$ cat config.mk
export PLATFORM = sky130hd
export DESIGN_NAME = tach_capture_timer
export DESIGN_NICKNAME = d
export VERILOG_FILES = /design/src/rtl/tach_capture_timer.sv
export SDC_FILE = /design/constraint.sdc
export NUM_CORES = 1
export LEC_CHECK = 0
export BUFFER_PORTS_ARGS = -buffer_cell sky130_fd_sc_hd__clkbuf_2
export CORE_MARGIN = 1
export CORE_UTILIZATION = 55
export DETAILED_ROUTE_END_ITERATION = 7
export PLACE_DENSITY = 0.75
export SLEW_MARGIN = 20
export SYNTH_ARGS = -nofsm -noshare
export SYNTH_HDL_FRONTEND = slang
export SYNTH_SLANG_ARGS = --single-unit
$ cat constraint.sdc
create_clock -name clk -period 3.61 [get_ports clk]
set_input_delay 0.361 -clock clk [delete_from_list [all_inputs] [get_ports clk]]
set_output_delay 0.361 -clock clk [all_outputs]
set_load 0.02 [all_outputs]
$ cat src/rtl/tach_capture_timer.sv
module tach_capture_timer #(
  parameter int CNT_W   = 16,
  parameter int DIV_W   = 8,
  parameter int PEND_W  = 6,
  parameter int CAP_BIT = 0,
  parameter int TMO_BIT = 4,
  parameter int DIV_RST = 255
) (
  input  logic             clk,
  input  logic             rst_n,
  input  logic [3:0]       bus_addr,
  input  logic             bus_wr,
  input  logic [1:0]       bus_be,
  input  logic [CNT_W-1:0] bus_wdata,
  output logic [CNT_W-1:0] bus_rdata,
  input  logic             tach_in,
  output logic             irq
);
  localparam logic [CNT_W-1:0] FULL = '1;
  localparam int LANES = CNT_W / 8;

  function automatic logic [CNT_W-1:0] lane_merge(input logic [CNT_W-1:0] old_v,
                                                  input logic [CNT_W-1:0] new_v,
                                                  input logic [1:0] be);
    logic [CNT_W-1:0] r;
    r = old_v;
    for (int i = 0; i < LANES; i++)
      if (be[i]) r[i*8 +: 8] = new_v[i*8 +: 8];
    return r;
  endfunction

  logic [1:0]        sync_q;
  logic              tach_prev_q;
  logic [CNT_W-1:0]  cnt_q, cap_q, thr_q;
  logic [DIV_W-1:0]  div_q, pre_q;
  logic              run_q;
  logic [PEND_W-1:0] pend_q, en_q;

  wire [2:0] sel    = bus_addr[3:1];
  wire cnt_wr       = bus_wr && sel == 3'd0;
  wire cap_wr       = bus_wr && sel == 3'd1;
  wire thr_wr       = bus_wr && sel == 3'd2;
  wire div_wr       = bus_wr && sel == 3'd3 && bus_be[0];
  wire ctl_wr       = bus_wr && sel == 3'd4 && bus_be[0];
  wire clr_wr       = bus_wr && sel == 3'd6 && bus_be[0];
  wire en_wr        = bus_wr && sel == 3'd7 && bus_be[0];

  wire              edge_ev = run_q && sync_q[1] && !tach_prev_q;
  wire              tick    = run_q && pre_q == div_q;
  wire [CNT_W-1:0]  cnt_dec = cnt_q - 1'b1;
  wire              tmo_ev  = tick && cnt_dec == thr_q && !edge_ev;

  wire [PEND_W-1:0] clr_mask = clr_wr ? bus_wdata[PEND_W-1:0] : '0;
  wire [PEND_W-1:0] set_mask = (PEND_W'(edge_ev) << CAP_BIT) | (PEND_W'(tmo_ev) << TMO_BIT);

  always_ff @(posedge clk or negedge rst_n) begin
    if (!rst_n) begin
      sync_q      <= '0;
      tach_prev_q <= 1'b0;
    end else begin
      sync_q      <= {sync_q[0], tach_in};
      tach_prev_q <= sync_q[1];
    end
  end

  always_ff @(posedge clk or negedge rst_n) begin
    if (!rst_n)                         pre_q <= '0;
    else if (!run_q || edge_ev || tick) pre_q <= '0;
    else                                pre_q <= pre_q + 1'b1;
  end

  always_ff @(posedge clk or negedge rst_n) begin
    if (!rst_n)                 cnt_q <= FULL;
    else if (edge_ev || tmo_ev) cnt_q <= FULL;
    else if (cnt_wr)            cnt_q <= lane_merge(cnt_q, bus_wdata, bus_be);
    else if (tick)              cnt_q <= cnt_dec;
  end

  always_ff @(posedge clk or negedge rst_n) begin
    if (!rst_n)       cap_q <= FULL;
    else if (edge_ev) cap_q <= cnt_q;
    else if (cap_wr)  cap_q <= lane_merge(cap_q, bus_wdata, bus_be);
  end

  always_ff @(posedge clk or negedge rst_n) begin
    if (!rst_n) begin
      thr_q  <= '0;
      div_q  <= DIV_W'(DIV_RST);
      run_q  <= 1'b0;
      en_q   <= '0;
      pend_q <= '0;
    end else begin
      if (thr_wr) thr_q <= lane_merge(thr_q, bus_wdata, bus_be);
      if (div_wr) div_q <= bus_wdata[DIV_W-1:0];
      if (ctl_wr) run_q <= bus_wdata[0];
      if (en_wr)  en_q  <= bus_wdata[PEND_W-1:0];
      pend_q <= (pend_q & ~clr_mask) | set_mask;
    end
  end

  always_comb begin
    case (sel)
      3'd0:    bus_rdata = cnt_q;
      3'd1:    bus_rdata = cap_q;
      3'd2:    bus_rdata = thr_q;
      3'd3:    bus_rdata = CNT_W'(div_q);
      3'd4:    bus_rdata = CNT_W'(run_q);
      3'd5:    bus_rdata = CNT_W'(pend_q);
      3'd7:    bus_rdata = CNT_W'(en_q);
      default: bus_rdata = '0;
    endcase
  end

  assign irq = |(pend_q & en_q);
endmodule

Yosys cells after proc, flatten, opt, wreduce, memory -nomap -nowiden

Index checks and enable logic that the tools add are counted.

Register bits: 80
Bits of input ports: 26
Output and inout port bits: 17
Logic and storage cells: 75

Add/sub/neg operators: 2
Equality and inequality tests: 11
Muxes and demuxes: 10
Bitwise gates (word level): 5
Reduce and logical (&&, ||, !) cells: 34

Operators with widths:

| kind                                                                     | count |
|---|---|
| 16-bit one-hot mux with 7 select lines                                   | 1 |
| 16-bit two-way mux                                                       | 5 |
| 8-bit two-way mux                                                        | 3 |
| 16-bit == test                                                           | 1 |
| 1-bit logical AND                                                        | 16 |
| 16-bit by 1-bit subtractor with 16-bit output (second input constant)    | 1 |
| 6-bit bitwise AND                                                        | 2 |
| 3-bit == test (second input constant)                                    | 4 |
| 2-bit AND reduction                                                      | 6 |
| 8-bit by 1-bit adder with 8-bit output (second input constant)           | 1 |
| 8-bit == test                                                            | 1 |
| 3-bit by 2-bit == test with 1-bit output (second input constant)         | 2 |
| 6-bit two-way mux                                                        | 1 |
| 3-bit by 2-bit inequality test with 1-bit output (second input constant) | 2 |
| 6-bit NOT                                                                | 1 |
| 6-bit by 5-bit bitwise OR with 6-bit output                              | 1 |
| 2-bit nonzero test                                                       | 3 |
| 6-bit OR reduction                                                       | 1 |
| 1-bit by 5-bit bitwise OR with 5-bit output                              | 1 |
| 3-bit by 1-bit == test with 1-bit output (second input constant)         | 1 |
| 1-bit logical NOT                                                        | 3 |
| 3-bit logical NOT                                                        | 1 |
| 1-bit logical OR                                                         | 3 |
| 3-bit nonzero test                                                       | 1 |

Logic depth before layout (Yosys ltp)

Gate-level depths: netlist (run 1).

Depth in word-level cells: 7
Depth in mapped cells: 12
Depth with buffers taken out: 9

Worst setup path before layout (run 1)

OpenSTA, ideal clock, no wires.

Path type: reg2reg
From: register cnt_q[0]
To: register cnt_q[12]
Setup time: 0.079 ns
Arrival: 2.556 ns
Required time: 3.531 ns
Setup slack: 0.975 ns
Stages on the path, launching flop included: 13
Buffers on the path: 3
Clock period less this slack: 2.635 ns
Path through: dfstp_2 > clkbuf_1 > inv_1 > ha_1 > buf_2 > nor4b_4 > nand4_1 > mux2_2 > mux2i_1 > a21oi_1 > a31oi_2 > buf_6 > nand2_1

Cells in the longest elaborated chain, start to end: 7
Elaborated cells between the ends (all ways): 11
Classes of those cells: add/sub (1); eq/ne (2); mux (3); reduce/logical (5)

Ends and longest elaborated chain:

| what                                                                                                           | line | source |
|---|---|---|
| from (decl)                                                                                                    | 34   | `logic [CNT_W-1:0] cnt_q, cap_q, thr_q;` |
| from (signal assigned)                                                                                         | 75   | `else if (cnt_wr) cnt_q <= lane_merge(cnt_q, bus_wdata, bus_be);` |
| from (signal assigned)                                                                                         | 76   | `else if (tick) cnt_q <= cnt_dec;` |
| 16-bit by 1-bit subtractor with 16-bit output *                                                                | 50   | `wire [CNT_W-1:0] cnt_dec = cnt_q - 1'b1;` |
| 16-bit == test                                                                                                 | 51   | `wire tmo_ev = tick && cnt_dec == thr_q && !edge_ev;` |
| 1-bit logical AND (2 in a row)                                                                                 | 51   |  |
| 1-bit logical OR                                                                                               | 74   | `else if (edge_ev \|\| tmo_ev) cnt_q <= FULL;` |
| 3-bit by 2-bit inequality test with 1-bit output (no source line) / 3-bit nonzero test (equally long branches) | -    |  |
| 2-bit AND reduction (no source line)                                                                           | -    |  |

Every way passes the cells marked *; elsewhere a longest branch is shown, timed or not. The select of a mux whose other input is x is not followed.
A chain may end at the register's enable or synchronous reset.

Final worst setup path (run 1)

From: register cnt_q[0]
To: register cnt_q[6]

The elaborated chain is that of the path after synthesis.

==> results_tabular.tex, run 1 <==
\begin{tabular}{lr}
\hline
Metric & Value \\
\hline
\multicolumn{2}{l}{\textbf{STA}} \\
Final critical-path share of the clock period & 0.832 \\
Max Clock Skew & 14.9 ps \\
Shortest period the worst path allows & 3010 ps \\
Transition time at the pin with the least slew margin & 1040 ps \\
Total setup violations reported at the end of the flow & 0 \\
Fmax & 333 MHz \\
Hold violation total from the final report & 0 \\
Total Negative Setup Slacks & 0 ps \\
Slew Limit Headroom & 0.299 \\
Final count of pins violating max slew & 0 \\
Unrepaired setup endpoints after global routing & no \\
\multicolumn{2}{l}{\textbf{Logic synthesis}} \\
Most common library cells after synthesis & sky130\_fd\_sc\_hd\_\_nor2\_1, sky130\_fd\_sc\_hd\_\_nand2\_1, sky130\_fd\_sc\_hd\_\_dfrtp\_1, sky130\_fd\_sc\_hd\_\_dfstp\_2, sky130\_fd\_sc\_hd\_\_mux2\_2 \\
Most common flop cell mapped by yosys & sky130\_fd\_sc\_hd\_\_dfstp\_2 \\
Average footprint of a synthesized cell & 9.50 um2 \\
Area share of the largest cell type after synthesis & 0.213 \\
Cell types with the largest area share after synthesis & sky130\_fd\_sc\_hd\_\_dfstp\_2, sky130\_fd\_sc\_hd\_\_dfrtp\_1, sky130\_fd\_sc\_hd\_\_mux2\_2, sky130\_fd\_sc\_hd\_\_nor2\_1, sky130\_fd\_sc\_hd\_\_nand2\_1 \\
Most frequently used cell type in the post-synthesis netlist & sky130\_fd\_sc\_hd\_\_nor2\_1 \\
Gate count after technology mapping & 520 \\
Fraction of registers with async set or reset after synthesis & 1.00 \\
Post-synthesis instance area & 0.00494 mm2 \\
Post-synth EDFFs & 0 \\
Post-Synthesis Net Count & 548 \\
Number of distinct library cells after synthesis & 55 \\
Cell taking the most area after synthesis & sky130\_fd\_sc\_hd\_\_dfstp\_2 \\
Share of synthesized area occupied by flip-flops and latches & 0.415 \\
Synthesis warning total & 0 \\
Post-synthesis sequential element count & 80 \\
\multicolumn{2}{l}{\textbf{Die}} \\
Row Count & 34 \\
Chip height & 96.8 um \\
Die Span X & 96.8 um \\
Initial Utilization & 0.567 \\
I/O pin count & 43 \\
Overall die area & 0.00937 mm2 \\
Core region area & 0.00872 mm2 \\
\multicolumn{2}{l}{\textbf{Power}} \\
Design Power & 2.91 mW \\
Static leakage & 2.25 nW \\
Power per unit of standard cell area & 537 mW/mm2 \\
Highest ir drop seen on vdd & 303 uV \\
\multicolumn{2}{l}{\textbf{Clock tree}} \\
Post-CTS setup buffer count & 0 \\
CTS sink cnt & 80 \\
Cells resized by post-CTS repair & 0 \\
CTS tree & yes \\
Deepest level of the CTS H-tree & 3 \\
Buffer levels on the longest clock path & 2 \\
Post-CTS Hold Fix Bufs & 0 \\
Num CTS Buffers & 9 \\
CTS clock-pin slew for the worst setup and hold paths & 90 ps \\
Root buffer cell & sky130\_fd\_sc\_hd\_\_clkbuf\_8 \\
Skew-Pair Late Insertion Delay & 360 ps \\
\multicolumn{2}{l}{\textbf{Worst hold path}} \\
Cells on Worst Hold Path & 1 \\
Min-Delay Path Class & in -> reg \\
\multicolumn{2}{l}{\textbf{Setup path}} \\
Launching element type of the critical path & flip-flop \\
Type of element capturing the critical path & flip-flop \\
Critical Setup Path Class & reg -> reg \\
Peak fanout along the critical path & 11 \\
CP required & 3890 ps \\
Arrival time at the worst endpoint & 3290 ps \\
Worst r2r path cells & 10 \\
\multicolumn{2}{l}{\textbf{Finish}} \\
Area added between synthesis and finish & 9.59\% \\
Share of cells above drive strength 1 & 0.293 \\
Final net count & 569 \\
Antenna Diode Count & 0 \\
\multicolumn{2}{l}{\textbf{Detailed routing}} \\
Number of vias per cell & 6.30 \\
Average routed wire per standard cell & 19.0 um \\
Final ANT Viol Nets & 0 \\
Sum of routed wire length over all layers & 12400 um \\
Number of iterations in the first detailed-routing pass & 5 \\
Number of vias after detailed routing & 4120 \\
Total DRC errors in the routed layout & 0 \\
DRC violation total after the first TritonRoute iteration & 283 \\
\multicolumn{2}{l}{\textbf{GRT}} \\
Initial antenna violation count & 0 \\
Residual overflow from global routing & 0 \\
Wire length of the first global-routing pass & 20500 um \\
Number of global-route vias before repair & 4067 \\
Maximum number of pins on one net before global-route repair & 81 \\
Overall fraction of global-route tracks in use & 0.277 \\
\multicolumn{2}{l}{\textbf{Placed design}} \\
Final RePlAce weighted congestion & 0.891 \\
HPWL reported at the end of detailed placement & 8890 um \\
Number of buffers added on ports & 41 \\
\multicolumn{2}{l}{\textbf{Run status}} \\
Status & finished, final reports clean \\
\multicolumn{2}{l}{\textbf{Flow run}} \\
Max-cap violations & 0 \\
\hline
\end{tabular}
## per-layer routing
layer  up-vias  routed length (um)  global-route usage
met5         -                   0                   0
met4         0                 445               0.142
met3        30                 587              0.0484
met2       152                6060               0.453
met1      2045                5310               0.355
li1       1893                   -                   -
## flip-flops by register name, indices dropped and copies added, names as in the netlist
name / flops
cap_q: 16
cnt_q: 16
thr_q: 16
en_q: 6
tach_prev_q: 1
div_q: 8
run_q: 1
pend_q: 6
pre_q: 8
sync_q: 2
## final timing paths
kind                       startpoint        end  slack (ps)
min reg2reg                 sync_q[0]  sync_q[1]         370
max                          cnt_q[0]   cnt_q[6]         600
max reg2reg                  cnt_q[0]   cnt_q[6]         600
min in group asynchronous       rst_n   thr_q[8]         160
min                           tach_in  sync_q[0]         110
max in group asynchronous       rst_n   thr_q[5]        2780
## placed cells by master, fill, tap and decap left out, drive strengths merged, types with 3 or more instances in the layout
| master | instances |
|---|---|
| a21boi | 5 |
| a21oi | 28 |
| a22oi | 3 |
| a31oi | 16 |
| a41oi | 3 |
| and2 | 3 |
| and3 | 4 |
| buf | 6 |
| bufinv | 3 |
| clkbuf | 50 |
| dfrtp | 40 |
| dfstp | 40 |
| inv | 8 |
| mux2 | 34 |
| mux2i | 21 |
| mux4 | 8 |
| nand2 | 63 |
| nand2b | 7 |
| nand3 | 17 |
| nand3b | 4 |
| nand4 | 7 |
| nor2 | 66 |
| nor3 | 7 |
| nor4 | 9 |
| o21ai | 25 |
| o22a | 4 |
| o22ai | 11 |
| xnor2 | 24 |
| xor2 | 8 |
## kinds of logic after synthesis
group	count (synthesis)	synth area share
simple gates	195	0.196
compound gates	105	0.132
buf+inv	43	0.0390
mux	63	0.156
flops	80	0.415
xor+xnor	32	0.0567
fa+ha+maj	2	0.00506
## metrics by stage
| step | hold WS (ps) | util | instance area, um2 | cells | worst slack (ps) |
|---|---|---|---|---|---|
| 2_1_floorplan | 65.4 | - | 4940 | 520 | 975 |
| 3_3_place_gp | 334 | 0.591 | 5160 | 638 | 778 |
| 3_5_place_dp | 349 | 0.591 | 5160 | 638 | 714 |
| 4_1_cts | 101 | 0.619 | 5400 | 654 | 678 |
| 5_1_grt | 104 | 0.621 | 5420 | 654 | 412 |
| 6_report | 106 | 0.621 | 5420 | 654 | 605 |
## area by class of cell
class	count	area, um2
sequential	80	2050
tap	108	135
clock buffer	10	128
fill	727	3300
clock inverter	6	118
multi-input combinational	397	2710
inverter	7	26.3
timing repair buffer	46	245
## worst max-delay path: stages (launching register included)
cell and delay [ps]:
sky130_fd_sc_hd__dfstp_2 420, sky130_fd_sc_hd__inv_1 80, sky130_fd_sc_hd__ha_1 340, sky130_fd_sc_hd__nor4b_4 430, sky130_fd_sc_hd__nand2_1 200, sky130_fd_sc_hd__xnor2_1 270
sky130_fd_sc_hd__o211ai_1 130, sky130_fd_sc_hd__nor4_1 460, sky130_fd_sc_hd__a31oi_2 250, sky130_fd_sc_hd__buf_4 240, sky130_fd_sc_hd__o21ai_0 80
## power by group
part / switching, mW / internal [mW] / total (mW)
logic: 0.382 / 0.344 / 0.726
registers: 0.212 / 1.16 / 1.37
clock network: 0.347 / 0.466 / 0.813
No activity file was read; power rests on OpenSTA's default activity.
==> inputs of run 2 (changes only) <==
CORE_UTILIZATION = 54   (was 55)
PLACE_DENSITY = 0.77   (was 0.75)
clock period = 2.65 ns   (was 3.61 ns; I/O delays follow)
==> results_tabular.tex, run 2 (synthesis gave the netlist of run 1 again) <==
\begin{tabular}{lr}
\hline
Metric & Value \\
\hline
\multicolumn{2}{l}{\textbf{GRT}} \\
Wire length of the first global-routing pass & 20400 um \\
Maximum number of pins on one net before global-route repair & 81 \\
Number of global-route vias before repair & 4121 \\
Residual overflow from global routing & 0 \\
Overall fraction of global-route tracks in use & 0.273 \\
Initial antenna violation count & 0 \\
\multicolumn{2}{l}{\textbf{Clock tree}} \\
Root buffer cell & sky130\_fd\_sc\_hd\_\_clkbuf\_8 \\
CTS tree & yes \\
Skew-Pair Late Insertion Delay & 370 ps \\
Buffer levels on the longest clock path & 2 \\
Num CTS Buffers & 9 \\
CTS sink cnt & 80 \\
Deepest level of the CTS H-tree & 3 \\
CTS clock-pin slew for the worst setup and hold paths & 100 ps \\
\multicolumn{2}{l}{\textbf{Detailed routing}} \\
Number of vias per cell & 6.22 \\
Total DRC errors in the routed layout & 8 \\
DRC violation total after the first TritonRoute iteration & 234 \\
Final ANT Viol Nets & 0 \\
Sum of routed wire length over all layers & 12600 um \\
Number of vias after detailed routing & 4214 \\
Number of iterations in the first detailed-routing pass & 7 \\
Average routed wire per standard cell & 18.6 um \\
\multicolumn{2}{l}{\textbf{Placed design}} \\
Cell count after placement & 655 \\
Final RePlAce weighted congestion & 0.891 \\
Setup slack at placement & -99.4 ps \\
Number of buffers added on ports & 41 \\
Area after detailed placement & 0.00528 mm2 \\
HPWL reported at the end of detailed placement & 8840 um \\
\multicolumn{2}{l}{\textbf{Setup path}} \\
CP required & 2930 ps \\
Critical Path, Cell by Cell & nor4\_2, nand4\_2, or3\_1, o31ai\_1, nor4\_4, buf\_4, a31oi\_4, nand2\_1 \\
Delay of the slowest cell on the worst path & 400 ps \\
Critical Setup Path Class & reg -> reg \\
Slowest stage cell, crit path & sky130\_fd\_sc\_hd\_\_dfstp\_2 \\
Launching element type of the critical path & flip-flop \\
Peak fanout along the critical path & 8 \\
Type of element capturing the critical path & flip-flop \\
Arrival time at the worst endpoint & 2870 ps \\
\multicolumn{2}{l}{\textbf{STA}} \\
Slew Limit Headroom & 0.566 \\
Max Clock Skew & 13.6 ps \\
Total Negative Setup Slacks & 0 ps \\
Final critical-path share of the clock period & 0.974 \\
Fmax & 387 MHz \\
Hold violation total from the final report & 0 \\
Shortest period the worst path allows & 2580 ps \\
Transition time at the pin with the least slew margin & 651 ps \\
Final count of pins violating max slew & 0 \\
Total setup violations reported at the end of the flow & 0 \\
Minimum hold slack & 144 ps \\
Final worst slack & 67.7 ps \\
\multicolumn{2}{l}{\textbf{Finish}} \\
Antenna Diode Count & 0 \\
Leading cell type in the layout, fill and taps excluded & sky130\_fd\_sc\_hd\_\_nor2\_1 \\
Final net count & 593 \\
Largest registers & cap\_q x16, cnt\_q x16, thr\_q x16 \\
Final core area utilization & 0.643 \\
Area added between synthesis and finish & 14.6\% \\
Share of cells above drive strength 1 & 0.323 \\
Final standard cell count with taps included and fillers excluded & 678 \\
Post-route design area & 0.00566 mm2 \\
Most frequent cells in the layout & sky130\_fd\_sc\_hd\_\_nor2\_1, sky130\_fd\_sc\_hd\_\_nand2\_1, sky130\_fd\_sc\_hd\_\_dfstp\_2, sky130\_fd\_sc\_hd\_\_dfrtp\_1, sky130\_fd\_sc\_hd\_\_clkbuf\_2 \\
\multicolumn{2}{l}{\textbf{Flow run}} \\
Max-cap violations & 0 \\
\multicolumn{2}{l}{\textbf{Die}} \\
Row Count & 34 \\
I/O pin count & 43 \\
Die Span X & 97.7 um \\
Chip height & 97.7 um \\
Initial Utilization & 0.561 \\
Core region area & 0.00881 mm2 \\
Overall die area & 0.00954 mm2 \\
\multicolumn{2}{l}{\textbf{Power}} \\
Highest ir drop seen on vdd & 482 uV \\
Power per unit of standard cell area & 708 mW/mm2 \\
Static leakage & 2.38 nW \\
Design Power & 4.01 mW \\
\multicolumn{2}{l}{\textbf{Run status}} \\
Status & finished, violations left \\
Failing checks & design-rule violations \\
\multicolumn{2}{l}{\textbf{Worst hold path}} \\
Min-Delay Path Class & in -> reg \\
\hline
\end{tabular}
run 2: changes by cell type in the layout (fill, tap and decap cells not counted), moves of 3 or more:
cell and change:
sky130_fd_sc_hd__inv_6 +3, sky130_fd_sc_hd__o21ai_0 -4, sky130_fd_sc_hd__o21ai_1 +4, sky130_fd_sc_hd__buf_4 +20
run 2: timing repair:
| item | 4_1_cts | 5_1_grt |
|---|---|---|
| pin swaps | 0 | 5 |
| gates resized for setup | 2 | 10 |
| setup buffers | 0 | 3 |
| endpoints found under the hold margin | 1 | 7 |
| endpoints found under the setup margin | 16 | 17 |
| cloned | 0 | 1 |
| hold buffers | 1 | 1 |
run 2: worst paths after layout:
check | depth (start not counted) | slack (ps) | from | to
setup / recovery | 8 | 70 | cnt_q[6] | cnt_q[9]
hold / removal | 3 | 140 | bus_wdata[6] | cap_q[6]
setup reg to reg | 8 | 70 | cnt_q[6] | cnt_q[9]
hold reg to reg | 0 | 360 | sync_q[0] | sync_q[1]
max in group asynchronous | 3 | 1680 | rst_n | div_q[6]
min in group asynchronous | 2 | 320 | rst_n | thr_q[5]
run 2: layout make-up:
| class | instances | area [um2] |
|---|---|---|
| fill | 689 | 3140 |
| multi-input combinational | 398 | 2780 |
| sequential | 80 | 2050 |
| timing repair buffer | 69 | 443 |
| tap | 108 | 135 |
| clock buffer | 9 | 124 |
| clock inverter | 7 | 106 |
| inverter | 7 | 26.3 |
run 2: where the power goes:
part	switching (mW)	internal [mW]	leakage, nW
Clock	0.515	0.549	0.117
Combinational	0.582	0.526	1.34
Sequential	0.260	1.57	0.925
Total	1.36	2.65	2.38
run 2: layer usage:
metal  part of all wire  GRT usage  wire [um]
met3              0.072     0.0439        906
met2               0.49      0.453       6190
met5                  0          0          0
met1               0.42      0.359       5270
met4              0.020      0.108        254
run 2: critical path, delay by kind of cell, from the launching register on:
| family | cells | cell delay [ps] |
|---|---|---|
| and+or+nand+nor | 5 | 1160 |
| AOI/OAI and AO/OA | 2 | 760 |
| DFF | 1 | 400 |
| buffers and inverters | 1 | 170 |
